$ cat src/rtl/flash_cmd_pkg.sv
package flash_cmd_pkg;
  localparam logic [7:0] CMD_ARRAY_MODE  = 8'hFF;
  localparam logic [7:0] CMD_STATUS_MODE = 8'h70;
  localparam logic [7:0] CMD_CLEAR_FLAGS = 8'h50;
  localparam logic [7:0] CMD_PROG_SETUP  = 8'h40;
  localparam logic [7:0] CMD_ERASE_SETUP = 8'h20;
  localparam logic [7:0] CMD_BLOCK_OK    = 8'hD0;

  typedef enum logic [1:0] {SEQ_IDLE, SEQ_PROG, SEQ_ERASE} seq_state_t;
  typedef enum logic [1:0] {OP_PROGRAM, OP_ERASE_BLOCK, OP_ERASE_ALL} op_kind_t;
endpackage

$ cat src/rtl/flash_busy_timer.sv
module flash_busy_timer #(
  parameter int OP_CYCLES = 12
) (
  input  logic clk,
  input  logic rst,
  input  logic start,
  output logic busy,
  output logic done
);
  localparam int CW = $clog2(OP_CYCLES + 1);
  logic [CW-1:0] remain;

  assign busy = (remain != '0);
  assign done = (remain == CW'(1));

  always_ff @(posedge clk) begin
    if (rst)        remain <= '0;
    else if (start) remain <= CW'(OP_CYCLES);
    else if (busy)  remain <= remain - CW'(1);
  end
endmodule

$ cat src/rtl/flash_array_model.sv
module flash_array_model
  import flash_cmd_pkg::*;
#(
  parameter int ADDR_W  = 6,
  parameter int BLOCK_W = 4
) (
  input  logic              clk,
  input  logic              rst,
  input  logic              commit,
  input  op_kind_t          op_kind,
  input  logic [ADDR_W-1:0] op_addr,
  input  logic [7:0]        op_data,
  input  logic [ADDR_W-1:0] rd_addr,
  output logic [7:0]        rd_byte
);
  localparam int DEPTH    = 1 << ADDR_W;
  localparam int BLK_SIZE = 1 << BLOCK_W;
  localparam int NBLK     = 1 << (ADDR_W - BLOCK_W);
  localparam int BIDX_W   = ADDR_W - BLOCK_W;

  logic [7:0]       cells [DEPTH];
  logic [DEPTH-1:0] filled;
  logic [DEPTH-1:0] blk_mask;

  for (genvar b = 0; b < NBLK; b++) begin : g_blk
    assign blk_mask[b*BLK_SIZE +: BLK_SIZE] =
      {BLK_SIZE{op_addr[ADDR_W-1:BLOCK_W] == BIDX_W'(b)}};
  end

  // data store has no reset so it maps onto plain RAM
  always_ff @(posedge clk) begin
    if (commit && op_kind == OP_PROGRAM) cells[op_addr] <= op_data;
  end

  // per-byte written flag; erase only touches these flops
  always_ff @(posedge clk) begin
    if (rst) filled <= '0;
    else if (commit) begin
      case (op_kind)
        OP_PROGRAM:     filled[op_addr] <= 1'b1;
        OP_ERASE_BLOCK: filled <= filled & ~blk_mask;
        default:        filled <= '0;
      endcase
    end
  end

  assign rd_byte = filled[rd_addr] ? cells[rd_addr] : 8'hFF;
endmodule

$ cat src/rtl/flash_cmd_decoder.sv
module flash_cmd_decoder
  import flash_cmd_pkg::*;
#(
  parameter int ADDR_W = 6
) (
  input  logic              clk,
  input  logic              rst,
  input  logic              wr_en,
  input  logic [ADDR_W-1:0] addr,
  input  logic [7:0]        wdata,
  input  logic              busy,
  input  logic              done,
  input  logic              fail,
  output logic              start,
  output op_kind_t          op_kind,
  output logic [ADDR_W-1:0] op_addr,
  output logic [7:0]        op_data,
  output logic              read_status,
  output logic              erase_err,
  output logic              prog_err
);
  seq_state_t state;
  op_kind_t   next_kind;
  logic       locked, set_both, pend_array, pend_next;

  assign locked = erase_err | prog_err;

  always_comb begin
    start     = 1'b0;
    next_kind = OP_PROGRAM;
    set_both  = 1'b0;
    if (wr_en && !busy) begin
      case (state)
        SEQ_PROG: start = ~locked;
        SEQ_ERASE: begin
          if (wdata == CMD_BLOCK_OK) begin
            start = ~locked; next_kind = OP_ERASE_BLOCK;
          end else if (wdata == CMD_ERASE_SETUP) begin
            start = ~locked; next_kind = OP_ERASE_ALL;
          end else set_both = 1'b1;
        end
        default:
          if (!(wdata inside {CMD_ARRAY_MODE, CMD_STATUS_MODE, CMD_CLEAR_FLAGS,
                              CMD_PROG_SETUP, CMD_ERASE_SETUP})) set_both = 1'b1;
      endcase
    end
  end

  always_comb begin
    pend_next = pend_array;
    if (wr_en && wdata == CMD_ARRAY_MODE)       pend_next = 1'b1;
    else if (wr_en && wdata == CMD_STATUS_MODE) pend_next = 1'b0;
  end

  always_ff @(posedge clk) begin
    if (rst) begin
      state       <= SEQ_IDLE;
      op_kind     <= OP_PROGRAM;
      op_addr     <= '0;
      op_data     <= '0;
      read_status <= 1'b0;
      pend_array  <= 1'b0;
      erase_err   <= 1'b0;
      prog_err    <= 1'b0;
    end else if (busy) begin
      pend_array <= pend_next;
      if (done) begin
        read_status <= ~pend_next;
        if (fail) begin
          if (op_kind == OP_PROGRAM) prog_err  <= 1'b1;
          else                       erase_err <= 1'b1;
        end
      end
    end else if (wr_en) begin
      state <= SEQ_IDLE;
      if (set_both) begin
        erase_err <= 1'b1;
        prog_err  <= 1'b1;
      end
      if (start) begin
        read_status <= 1'b1;
        pend_array  <= 1'b0;
        op_kind     <= next_kind;
        op_addr     <= addr;
        op_data     <= wdata;
      end
      if (state == SEQ_IDLE) begin
        case (wdata)
          CMD_ARRAY_MODE:  read_status <= 1'b0;
          CMD_STATUS_MODE: read_status <= 1'b1;
          CMD_CLEAR_FLAGS: begin erase_err <= 1'b0; prog_err <= 1'b0; end
          CMD_PROG_SETUP:  state <= SEQ_PROG;
          CMD_ERASE_SETUP: state <= SEQ_ERASE;
          default: ;
        endcase
      end
    end
  end
endmodule

$ cat src/rtl/flash_cmd_status.sv
module flash_cmd_status
  import flash_cmd_pkg::*;
#(
  parameter int ADDR_W    = 6,
  parameter int BLOCK_W   = 4,
  parameter int OP_CYCLES = 12
) (
  input  logic              clk,
  input  logic              rst,
  input  logic              wr_en,
  input  logic              rd_en,
  input  logic [ADDR_W-1:0] addr,
  input  logic [7:0]        wdata,
  input  logic              op_fail,
  output logic [7:0]        rdata
);
  logic              busy, done, op_start, read_status, erase_err, prog_err;
  op_kind_t          op_kind;
  logic [ADDR_W-1:0] op_addr;
  logic [7:0]        op_data, array_byte, status_byte;

  flash_cmd_decoder #(.ADDR_W(ADDR_W)) u_dec (
    .clk(clk), .rst(rst), .wr_en(wr_en), .addr(addr), .wdata(wdata),
    .busy(busy), .done(done), .fail(op_fail), .start(op_start),
    .op_kind(op_kind), .op_addr(op_addr), .op_data(op_data),
    .read_status(read_status), .erase_err(erase_err), .prog_err(prog_err)
  );

  flash_busy_timer #(.OP_CYCLES(OP_CYCLES)) u_tmr (
    .clk(clk), .rst(rst), .start(op_start), .busy(busy), .done(done)
  );

  flash_array_model #(.ADDR_W(ADDR_W), .BLOCK_W(BLOCK_W)) u_arr (
    .clk(clk), .rst(rst), .commit(done & ~op_fail), .op_kind(op_kind),
    .op_addr(op_addr), .op_data(op_data), .rd_addr(addr), .rd_byte(array_byte)
  );

  assign status_byte = {~busy, 1'b0, erase_err, prog_err, 4'b0000};

  always_ff @(posedge clk) begin
    if (rst)        rdata <= 8'h00;
    else if (rd_en) rdata <= read_status ? status_byte : array_byte;
  end
endmodule

$ cat config.mk
export PLATFORM = sky130hd
export DESIGN_NAME = flash_cmd_status
export DESIGN_NICKNAME = d
export VERILOG_FILES = /design/src/rtl/flash_cmd_pkg.sv /design/src/rtl/flash_busy_timer.sv /design/src/rtl/flash_array_model.sv /design/src/rtl/flash_cmd_decoder.sv /design/src/rtl/flash_cmd_status.sv
export SDC_FILE = /design/constraint.sdc
export NUM_CORES = 1
export LEC_CHECK = 0
export CORE_MARGIN = 10
export CORE_UTILIZATION = 45
export DETAILED_ROUTE_END_ITERATION = 16
export DONT_BUFFER_PORTS = 1
export HOLD_SLACK_MARGIN = 0.02
export REMOVE_ABC_BUFFERS = 1
export SYNTH_ARGS = -nofsm -noshare
export SYNTH_HDL_FRONTEND = slang
export SYNTH_HIERARCHICAL = 1
export SYNTH_SLANG_ARGS = --single-unit
export TNS_END_PERCENT = 5
$ cat constraint.sdc
create_clock -name clk -period 3.4 [get_ports clk]
set_clock_uncertainty 0.2 [all_clocks]
set_input_delay 0.51 -clock clk [delete_from_list [all_inputs] [get_ports clk]]
set_output_delay 0.51 -clock clk [all_outputs]
set_load 0.01 [all_outputs]
==> results of run 1 <==
## power breakdown
| group | internal, W | switching [W] |
|---|---|---|
| logic | 0.000274 | 0.000281 |
| clock network | 0.00383 | 0.00270 |
| registers | 0.00805 | 0.0000989 |
## layer usage
| layer | GRT usage, % | routed length, um | up-vias |
|---|---|---|---|
| met5 | 0 | 10 | - |
| met3 | 3.49 | 4240 | 87 |
| met1 | 25.3 | 24600 | 6619 |
| li1 | - | - | 5597 |
| met2 | 27.7 | 26200 | 416 |
| met4 | 5.64 | 1310 | 2 |
## path summary, 6_finish.rpt
check                                startpoint                  to  cells past startpoint
worst max-delay path            u_tmr/remain[0]  u_arr/cells[50][5]                      9
worst min-delay path                   wdata[6]    u_dec/op_kind[0]                      3
worst max register to register  u_tmr/remain[0]  u_arr/cells[50][5]                      9
worst min register to register  u_arr/filled[7]     u_arr/filled[7]                      2
## cells by family (layout without fill, tap and decap cells)
logic type,Yosys count,count (layout),synth area share [%]
xor+xnor,1,1,0.0364
flops,610,610,72.1
fa+ha+maj,5,5,0.260
compound gates,214,214,6.08
buf+inv,89,222,2.01
simple gates,266,266,5.29
mux,167,167,14.3
## state kept, by name (all words and copies together) (netlist names)
name               flops
u_dec/state            2
u_dec/erase_err        1
rdata                  8
u_dec/op_kind          2
u_dec/pend_array       1
u_dec/prog_err         1
u_arr/filled          64
u_dec/op_addr          6
u_tmr/remain           4
u_arr/cells          512
u_dec/op_data          8
u_dec/read_status      1
## area by class of cell
| cell class | count | area share (%) |
|---|---|---|
| Inverter | 9 | 0.124 |
| Multi-Input combinational cell | 653 | 22.9 |
| Tap cell | 688 | 3.16 |
| Clock buffer | 86 | 6.09 |
| Timing Repair Buffer | 103 | 3.07 |
| Clock inverter | 24 | 1.01 |
| Sequential cell | 610 | 63.6 |
## stage by stage
stage               hold slack, ns  total power (W)
finish                      0.0641           0.0152
detailed placement           0.246          0.00881
global placement             0.234          0.00880
floorplan                    0.225          0.00865
CTS                         0.0244           0.0154
global route                0.0748           0.0157
## worst min-delay path, delay by kind of cell
kind               cells  cell delay, ns
and+or+nand+nor        2            0.28
AOI/OAI and AO/OA      1            0.05
## layout by cell type, fill, tap and decap left out, types with 11 or more instances in the layout
master         count
a21oi_1           93
nand2b_1          12
dlygate4sd3_1     17
dfxtp_1           90
edfxtp_1         512
nand2_1           19
clkbuf_16         61
a22o_1            12
buf_4             85
nor2_1           148
nand3b_1          11
mux4_2           138
a22oi_1           67
clkbuf_1          21
mux2i_1           27
nor4_1            11
nand3_1           13
==> results by group, run 1 <==
Routing
  – Post-DR vias/cell: ~5.9
  – Initial DRC count: about 1200
  – Wire per inst: around 26 um
  – Routed WL: between 50 and 60 mm
  – Routed via count: about 13000
  – Post-route ant nets: 0
  – TritonRoute pass-1 iters: 5
  – DRC violations left: 0

Global routing
  – Global route overflow: 0
  – Vias in the first global route: ~13000
  – First-pass GRT wire length: roughly 85 mm
  – Initial antenna violation count: 1
  – Total GRT Usage: between 10% and 20%
  – Largest net degree at the start of global routing: 150

Critical path
  – CP Launch Type: flop
  – CP max FO: 8
  – Cell Chain, Critical Path: ha_1, nor3b_1, nor2b_1, buf_4, nor4b_1, buf_4, nand2_1, nor2_1, buf_4
  – Required time of the critical path: 3.52 ns
  – Setup CP Type: reg -> reg
  – Crit path max-delay cell type: nand2_1
  – CP dominant cell by count: buf_4
  – Worst path bufs/invs: 3
  – Worst Path Arrival: around 3.2 ns
  – R2R Setup Slk: between 0.3 and 0.4 ns
  – Worst setup EP type: flop
  – Crit-path max cell delay: around 0.42 ns
  – Cell family with most CP delay: simple AND/OR/NAND/NOR gates

STA
  – Final setup vio count: 0
  – Slew @ Worst Pin: ~1.2 ns
  – RSZ-0062 raised after global routing: false
  – Max-slew violations: 0
  – Setup TNS: 0 ns
  – Final WS setup: 0.344 ns
  – Max transition margin: approximately a fifth
  – Fin. Hold Viols: 0
  – Highest clock rate: 327 MHz
  – Final Critical Period: between 3 and 4 ns
  – Part of the cycle the worst path needs: between 80% and 90%

Worst hold path
  – Min-Delay Path Class: in -> reg

Floorplan
  – Placeable Area: 52800 sq um
  – Number of top-level pins: 27
  – Die Y: 251 um
  – Initial Util: 45.6%
  – Die ar.: 63100 sq um
  – Std cell rows: 84
  – Die W: approximately 250 um

Clocking
  – CTS tree: done
  – CTS buffer count: between 50 and 60
  – Cts repair resizes: 0
  – Hold_buf cts: 18
  – Sink Count: a little over 600
  – H-tree Lvls: 2
  – Worst-Skew Late Latency: roughly 0.62 ns
  – Clock-pin transition on the worst setup and hold timing paths: approximately 0.06 ns
  – CTS root buf: clkbuf_16
  – Post-CTS Setup Bufs: 0
  – CTS Buffer Depth: 3

Synthesis
  – Synth unique cells: 63
  – Syn Inst Count: roughly 1400
  – Synthesized area: 24100 sq um
  – Top-count cell post-synth: edfxtp_1
  – Synth async-reset ratio: 0%
  – Largest cells by area after synthesis: edfxtp_1, mux4_2, dfxtp_1
  – Top cells by count, synth: edfxtp_1, nor2_1, mux4_2
  – Syn_area_per_cell: around 18 sq um
  – #FFs+latches synth: 610
  – Yosys top cell area share: around 64%
  – Synth Warn #: 6
  – Primary FF master, synth: edfxtp_1
  – Cell taking the most area after synthesis: edfxtp_1
  – Sequential share of the synthesized area: slightly above 70%
  – Number of synthesized flops with an enable pin: approximately 510

Run status
  – Status: complete, no violations

Layout
  – Layout cell share with drive strength beyond 1: 22.6%
  – Fin cells: around 2200
  – Final instance area: about 27000 sq um
  – FF+latch area: between 15000 and 20000 sq um
  – Layout Nets: between 1000 and 1500
  – Fillcell total: about 4300
  – Post-Route Utilization: 51.7%
  – Antenna diodes: 0
  – Footprint of the multi-input gates: around 6200 sq um
  – Area growth syn-to-layout: 13.3%

Place
  – Dpl cells: slightly above 2000
  – Port bufs: 0
  – GP Congestion: 0.928
  – Placed standard-cell area: roughly 25000 sq um
  – DP Worst Slack: between 0.4 and 0.5 ns
  – DPL Wire Length: around 34 mm

Power
  – VDD IR max: ~0.37 mV
  – Pwr Density: 559 nW/um^2
  – Lkg Pwr: ~10 nW

Flow run
  – Max Cap Violations: 0
Note: power is estimated with default switching activity, not from simulation.
==> run 2: changes to the inputs <==
--- a/config.mk
+++ b/config.mk
@@ -6,10 +6,11 @@
 export NUM_CORES = 1
 export LEC_CHECK = 0
 export CORE_MARGIN = 10
-export CORE_UTILIZATION = 45
+export CORE_UTILIZATION = 63
 export DETAILED_ROUTE_END_ITERATION = 16
 export DONT_BUFFER_PORTS = 1
 export HOLD_SLACK_MARGIN = 0.02
+export PLACE_DENSITY = 0.79
 export REMOVE_ABC_BUFFERS = 1
 export SYNTH_ARGS = -nofsm -noshare
 export SYNTH_HDL_FRONTEND = slang
==> results by group, run 2 (synthesis results as in run 1) <==
Routing
  – TritonRoute pass-1 iters: 8 (+3)
  – Routed WL: 56.4 mm (+0.13%)
  – Initial DRC count: 1633 (+33%)
  – Routed via count: 13300 (+4.5%)
  – DRC violations left: 0 (unchanged)
  – Post-route ant nets: 0 (unchanged)
  – Wire per inst: 28.4 um (+9.7%)
  – Post-DR vias/cell: 6.70 (+14%)

Power
  – Switch share: 19.9% (-0.38 points)
  – Total power: 0.0148 W (-2.8%)
  – Lkg Pwr: 10.0 nW (-0.99%)
  – Sequential share of power: 55.0% (+1.5 points)
  – Psw: 0.00294 W (-4.6%)
  – Combinational share of power: 3.9% (+0.3 points)
  – VDD IR max: 0.483 mV (+29%)
  – Clk network pwr share: 41.2% (-1.7 points)
  – Internal power: 0.0119 W (-2.3%)
  – Pwr Density: 551 nW/um^2 (-1.4%)

STA
  – Highest clock rate: 313 MHz (-4.4%)
  – Final WS setup: 0.203 ns (-0.141 ns)
  – Final setup vio count: 0 (unchanged)
  – RSZ-0062 raised after global routing: false
  – Part of the cycle the worst path needs: 94.0% (+4.1 points)
  – Slew @ Worst Pin: 1.27 ns (+0.0545 ns)
  – Max transition margin: 14.5% (-4.2 points)
  – Final Critical Period: 3.20 ns (+0.141 ns)
  – Max-slew violations: 0 (unchanged)
  – Setup TNS: 0 ns (unchanged)
  – Fin. Hold Viols: 0 (unchanged)
  – Min Hold Slack: 0.0710 ns (+0.00689 ns)

Layout
  – Antenna diodes: 0 (unchanged)
  – Biggest regs: u_arr/cells (512), u_arr/filled (64)
  – Layout Nets: 1452 (-0.55%)
  – Layout cell share with drive strength beyond 1: 22.3% (-0.34 points)
  – FF+latch area: 17300 sq um (unchanged)
  – Fillcell total: 2261 (-47%)
  – Area growth syn-to-layout: 11.7%
  – Footprint of the multi-input gates: 6260 sq um (+0.16%)
  – Post-Route Utilization: 71.3% (+20 points)
  – Max FFs per register: 512 (unchanged)
  – Most flop-heavy register: u_arr/cells
  – Most frequent cells in the layout: edfxtp_1, nor2_1, mux4_2
  – Most common cell after layout, fill and taps aside: edfxtp_1

Critical path
  – Required time of the critical path: 3.67 ns (+0.15 ns)
  – R2R Setup Slk: 0.20 ns (-0.14 ns)
  – CP Launch Type: flop
  – Worst setup EP type: flop
  – Worst Path Arrival: 3.46 ns (+0.29 ns)
  – Setup CP Type: reg -> reg
  – CP max FO: 13 (+5)

Clocking
  – Sink Count: 610 (unchanged)
  – Worst-Skew Late Latency: 0.59 ns (-0.03 ns)
  – CTS tree: done
  – CTS Buffer Depth: 3 (unchanged)
  – CTS buffer count: 55 (-6.8%)
  – H-tree Lvls: 2 (unchanged)
  – CTS root buf: clkbuf_16
  – Clock-pin transition on the worst setup and hold timing paths: 0.06 ns (about the same)

Global routing
  – Largest net degree at the start of global routing: 150 (unchanged)
  – Total GRT Usage: 24.6% (+6.6 points)
  – Vias in the first global route: 13400 (+4.2%)
  – First-pass GRT wire length: 86.4 mm (+1.5%)
  – Global route overflow: 0 (unchanged)
  – Initial antenna violation count: 1 (unchanged)

Place
  – Port bufs: 0 (unchanged)
  – DPL Wire Length: 32.3 mm (-5.8%)
  – DP Worst Slack: 0.146 ns (-0.298 ns)
  – GP Congestion: 0.943 (+1.6%)

Flow run
  – Max Cap Violations: 0 (unchanged)

Floorplan
  – Placeable Area: 37700 sq um (-29%)
  – Die ar.: 46400 sq um (-26%)
  – Number of top-level pins: 27 (unchanged)
  – Initial Util: 63.9% (+18 points)
  – Die Y: 215 um (-14%)
  – Die W: 215 um (-14%)
  – Std cell rows: 71 (-15%)

Worst hold path
  – Min-Delay Path Class: in -> reg

Run status
  – Status: complete, no violations
==> run 2: worst max-delay path: stages (launching register included) <==
cell	delay, ns
dfxtp_1	0.34
inv_1	0.07
ha_1	0.22
or3b_1	0.57
nor2b_1	0.33
o211ai_1	0.29
buf_4	0.28
mux2i_1	0.17
nor2_1	0.05
dlygate4sd3_1	0.56
==> run 2: power groups by stage <==
stage	combinational [W]	sequential (W)	clock, W
2_1_floorplan	0.000390	0.00826	0
3_3_place_gp	0.000478	0.00829	0
3_5_place_dp	0.000491	0.00829	0
4_1_cts	0.000552	0.00814	0.00617
5_1_grt	0.000607	0.00814	0.00645
6_report	0.000572	0.00814	0.00610
==> run 2: final timing paths <==
check,startpoint,to,cells after the start
min reg2reg,u_arr/filled[7],u_arr/filled[7],2
max reg2reg,u_tmr/remain[0],u_dec/op_data[3],9
max,u_tmr/remain[0],u_dec/op_data[3],9
min,rst,u_arr/filled[10],2
==> run 2: through the flow <==
stage | instances | area (sq um)
6_report | 1983 | 26900
5_1_grt | 1983 | 26900
4_1_cts | 1983 | 26900
3_5_place_dp | 1864 | 24900
3_3_place_gp | 1864 | 24900
2_1_floorplan | 1272 | 23600
==> run 2: cell type report <==
type	instances	area share, %
Sequential cell	610	64.6
Multi-Input combinational cell	653	23.3
Clock buffer	81	5.83
Timing Repair Buffer	99	3.00
Tap cell	511	2.38
Clock inverter	20	0.824
Inverter	9	0.126
==> run 2: timing repair <==
action,in CTS,in global routing
hold buffers,18,0
gates resized for setup,0,3
buffers inserted,0,0
setup endpoints to repair,0,241
endpoints found under the hold margin,85,0
==> run 2: per-layer routing <==
layer  vias up  GRT usage (%)  routed length [um]
met2       832           38.3               26800
met4         2           9.69                2400
met3       148           5.06                5910
met5         -              0                  13
met1      6731           33.8               21200
li1       5577              -                   -
==> run 3: changes to the inputs <==
--- a/config.mk
+++ b/config.mk
@@ -6,11 +6,11 @@
 export NUM_CORES = 1
 export LEC_CHECK = 0
 export CORE_MARGIN = 10
-export CORE_UTILIZATION = 63
+export CORE_UTILIZATION = 57
 export DETAILED_ROUTE_END_ITERATION = 16
 export DONT_BUFFER_PORTS = 1
 export HOLD_SLACK_MARGIN = 0.02
-export PLACE_DENSITY = 0.79
+export PLACE_DENSITY = 0.75
 export REMOVE_ABC_BUFFERS = 1
 export SYNTH_ARGS = -nofsm -noshare
 export SYNTH_HDL_FRONTEND = slang
==> constraint.sdc (replaced) <==
create_clock -name clk -period 2.85 [get_ports clk]
set_clock_uncertainty 0.2 [all_clocks]
set_input_delay 0.4275 -clock clk [delete_from_list [all_inputs] [get_ports clk]]
set_output_delay 0.4275 -clock clk [all_outputs]
set_load 0.01 [all_outputs]
==> results by group, run 3 (synthesis results as in run 1) <==
Run status
  – Status: complete, no violations

Place
  – DP Worst Slack: 0.0232 ns (-0.123 ns)
  – DPL Wire Length: 33.5 mm (+3.8%)
  – Placed standard-cell area: 25100 sq um (+0.88%)
  – GP Congestion: 0.920 (-2.5%)
  – Port bufs: 0 (unchanged)

Critical path
  – CP dominant cell by count: buf_4
  – Cell Chain, Critical Path: ha_1, nor3b_1, nor2b_1, nor4b_1, buf_4, nand2_2, nor2_1, buf_4
  – Setup CP Type: reg -> reg
  – R2R Setup Slk: 0.09 ns (-0.11 ns)
  – Worst setup EP type: flop
  – CP Launch Type: flop
  – Crit path max-delay cell type: dfxtp_1
  – CP max FO: 8 (-5)
  – Crit-path max cell delay: 0.39 ns (-0.18 ns)
  – Worst Path Arrival: 2.87 ns (-0.59 ns)
  – Required time of the critical path: 2.95 ns (-0.72 ns)

Global routing
  – First-pass GRT wire length: 85.2 mm (-1.3%)
  – Total GRT Usage: 22.5% (-2.0 points)
  – Peak-usage layer in the global routing report: met2
  – Met1 Usage GRT: 30.6% (-3.2 points)
  – Vias in the first global route: 13200 (-1.1%)
  – Global route overflow: 0 (unchanged)
  – Largest net degree at the start of global routing: 150 (unchanged)
  – Initial antenna violation count: 0 (-1)
  – GRT met3 Usage: 5.00% (-0.066 points)
  – GR Util met2: 35.5% (-2.8 points)

Layout
  – Antenna diodes: 0 (unchanged)
  – Most common cell after layout, fill and taps aside: edfxtp_1
  – Layout Nets: 1466 (+0.96%)
  – Final instance area: 27200 sq um (+1.4%)
  – Fillcell total: 2804 (+24%)
  – Layout cell share with drive strength beyond 1: 23.7% (+1.4 points)
  – Most frequent cells in the layout: edfxtp_1, nor2_1, mux4_2
  – Biggest regs: u_arr/cells (512), u_arr/filled (64)
  – Max FFs per register: 512 (unchanged)
  – Footprint of the multi-input gates: 6260 sq um (unchanged)
  – FF+latch area: 17300 sq um (unchanged)
  – Most flop-heavy register: u_arr/cells
  – Area growth syn-to-layout: 13.2%

Clocking
  – Sink Count: 610 (unchanged)
  – CTS root buf: clkbuf_16
  – Clock-pin transition on the worst setup and hold timing paths: 0.06 ns (about the same)
  – Worst-Skew Late Latency: 0.62 ns (+0.03 ns)
  – CTS tree: done
  – CTS Buffer Depth: 3 (unchanged)
  – CTS buffer count: 58 (+5.5%)
  – H-tree Lvls: 2 (unchanged)

STA
  – Slew @ Worst Pin: 1.34 ns (+0.0618 ns)
  – Max-slew violations: 0 (unchanged)
  – Final Critical Period: 2.76 ns (-0.436 ns)
  – Max transition margin: 10.4% (-4.1 points)
  – RSZ-0062 raised after global routing: true
  – Fin. Hold Viols: 0 (unchanged)
  – Final setup vio count: 0 (unchanged)
  – Highest clock rate: 362 MHz (+16%)
  – Final WS setup: 0.0891 ns (-0.114 ns)
  – Min Hold Slack: 0.0549 ns (-0.0161 ns)
  – Part of the cycle the worst path needs: 96.9% (+2.8 points)

Routing
  – Post-DR vias/cell: 6.56 (-2.1%)
  – Post-route ant nets: 0 (unchanged)
  – Routed via count: 13300 (+0.25%)
  – Routed WL: 56.5 mm (+0.18%)
  – TritonRoute pass-1 iters: 5 (-3)
  – Initial DRC count: 1668 (+2.1%)
  – Wire per inst: 27.8 um (-2.1%)
  – DRC violations left: 0 (unchanged)

Flow run
  – Max Cap Violations: 0 (unchanged)

Floorplan
  – Die W: 225 um (+4.7%)
  – Number of top-level pins: 27 (unchanged)
  – Initial Util: 57.5% (-6.4 points)
  – Placeable Area: 41900 sq um (+11%)
  – Die Y: 225 um (+4.7%)
  – Std cell rows: 75 (+5.6%)
  – Die ar.: 50800 sq um (+9.5%)

Power
  – VDD IR max: 0.514 mV (+6.3%)
  – Pwr Density: 668 nW/um^2 (+21%)
  – Lkg Pwr: 10.2 nW (+1.7%)

Worst hold path
  – Min-Delay Path Class: in -> reg
## run 3: cell count changes in the layout (fill, tap and decap cells not counted), sizes merged
cell,change
clkinv,+7
buf,+11
clkbuf,+1
bufinv,+1
inv,+2
clkinvlp,-3
## run 3: per-stage QoR
step / utilization, % / std cells / TNS [ns] / power (W)
floorplan: - / 1272 / -31.32 / 0.0103
global placement: 60.0 / 1903 / 0 / 0.0105
detailed placement: 60.0 / 1903 / 0 / 0.0105
CTS: 65.1 / 2030 / 0 / 0.0183
global route: 65.1 / 2030 / -0.0361 / 0.0186
finish: 65.1 / 2030 / 0 / 0.0182
## run 3: final cells by class
cell class	instances	share of cell area, %
sequential	610	63.7
timing repair buffer	110	3.63
tap	539	2.48
clock buffer	82	6.03
multi-input combinational	653	23.0
inverter	9	0.124
clock inverter	27	1.07
## run 3: path summary, 6_finish.rpt
path                    from            endpoint  cells past startpoint
max          u_tmr/remain[0]  u_arr/cells[24][7]                      8
min                    wr_en    u_dec/pend_array                      4
max reg2reg  u_tmr/remain[0]  u_arr/cells[24][7]                      8
min reg2reg  u_arr/filled[7]     u_arr/filled[7]                      2
## run 3: worst max-delay path: cells and delay by family, from the launching register on
kind          cells  cell delay, ns
fa+ha+maj         1            0.17
buf+inv           2            0.44
flops             1            0.39
simple gates      5            1.26
## run 3: report_power, final
part | internal [W] | leakage [nW] | switching [W] | total [W]
registers | 0.00960 | 6.74 | 0.000121 | 0.00972
clock network | 0.00455 | 0.955 | 0.00322 | 0.00777
logic | 0.000347 | 2.48 | 0.000344 | 0.000690
## run 3: timing repair
item,in CTS,in global routing
endpoints found under the hold margin,97,0
pin swaps,0,0
buffers inserted,0,0
hold buffers,18,0
setup endpoints to repair,7,67
resized for setup,1,3
## run 3: metal layers
| metal | share of wire [%] | up-vias |
|---|---|---|
| met3 | 9.6 | 125 |
| met2 | 48 | 712 |
| met4 | 3.4 | 0 |
| met5 | 0 | - |
| met1 | 39 | 6868 |
| li1 | - | 5618 |
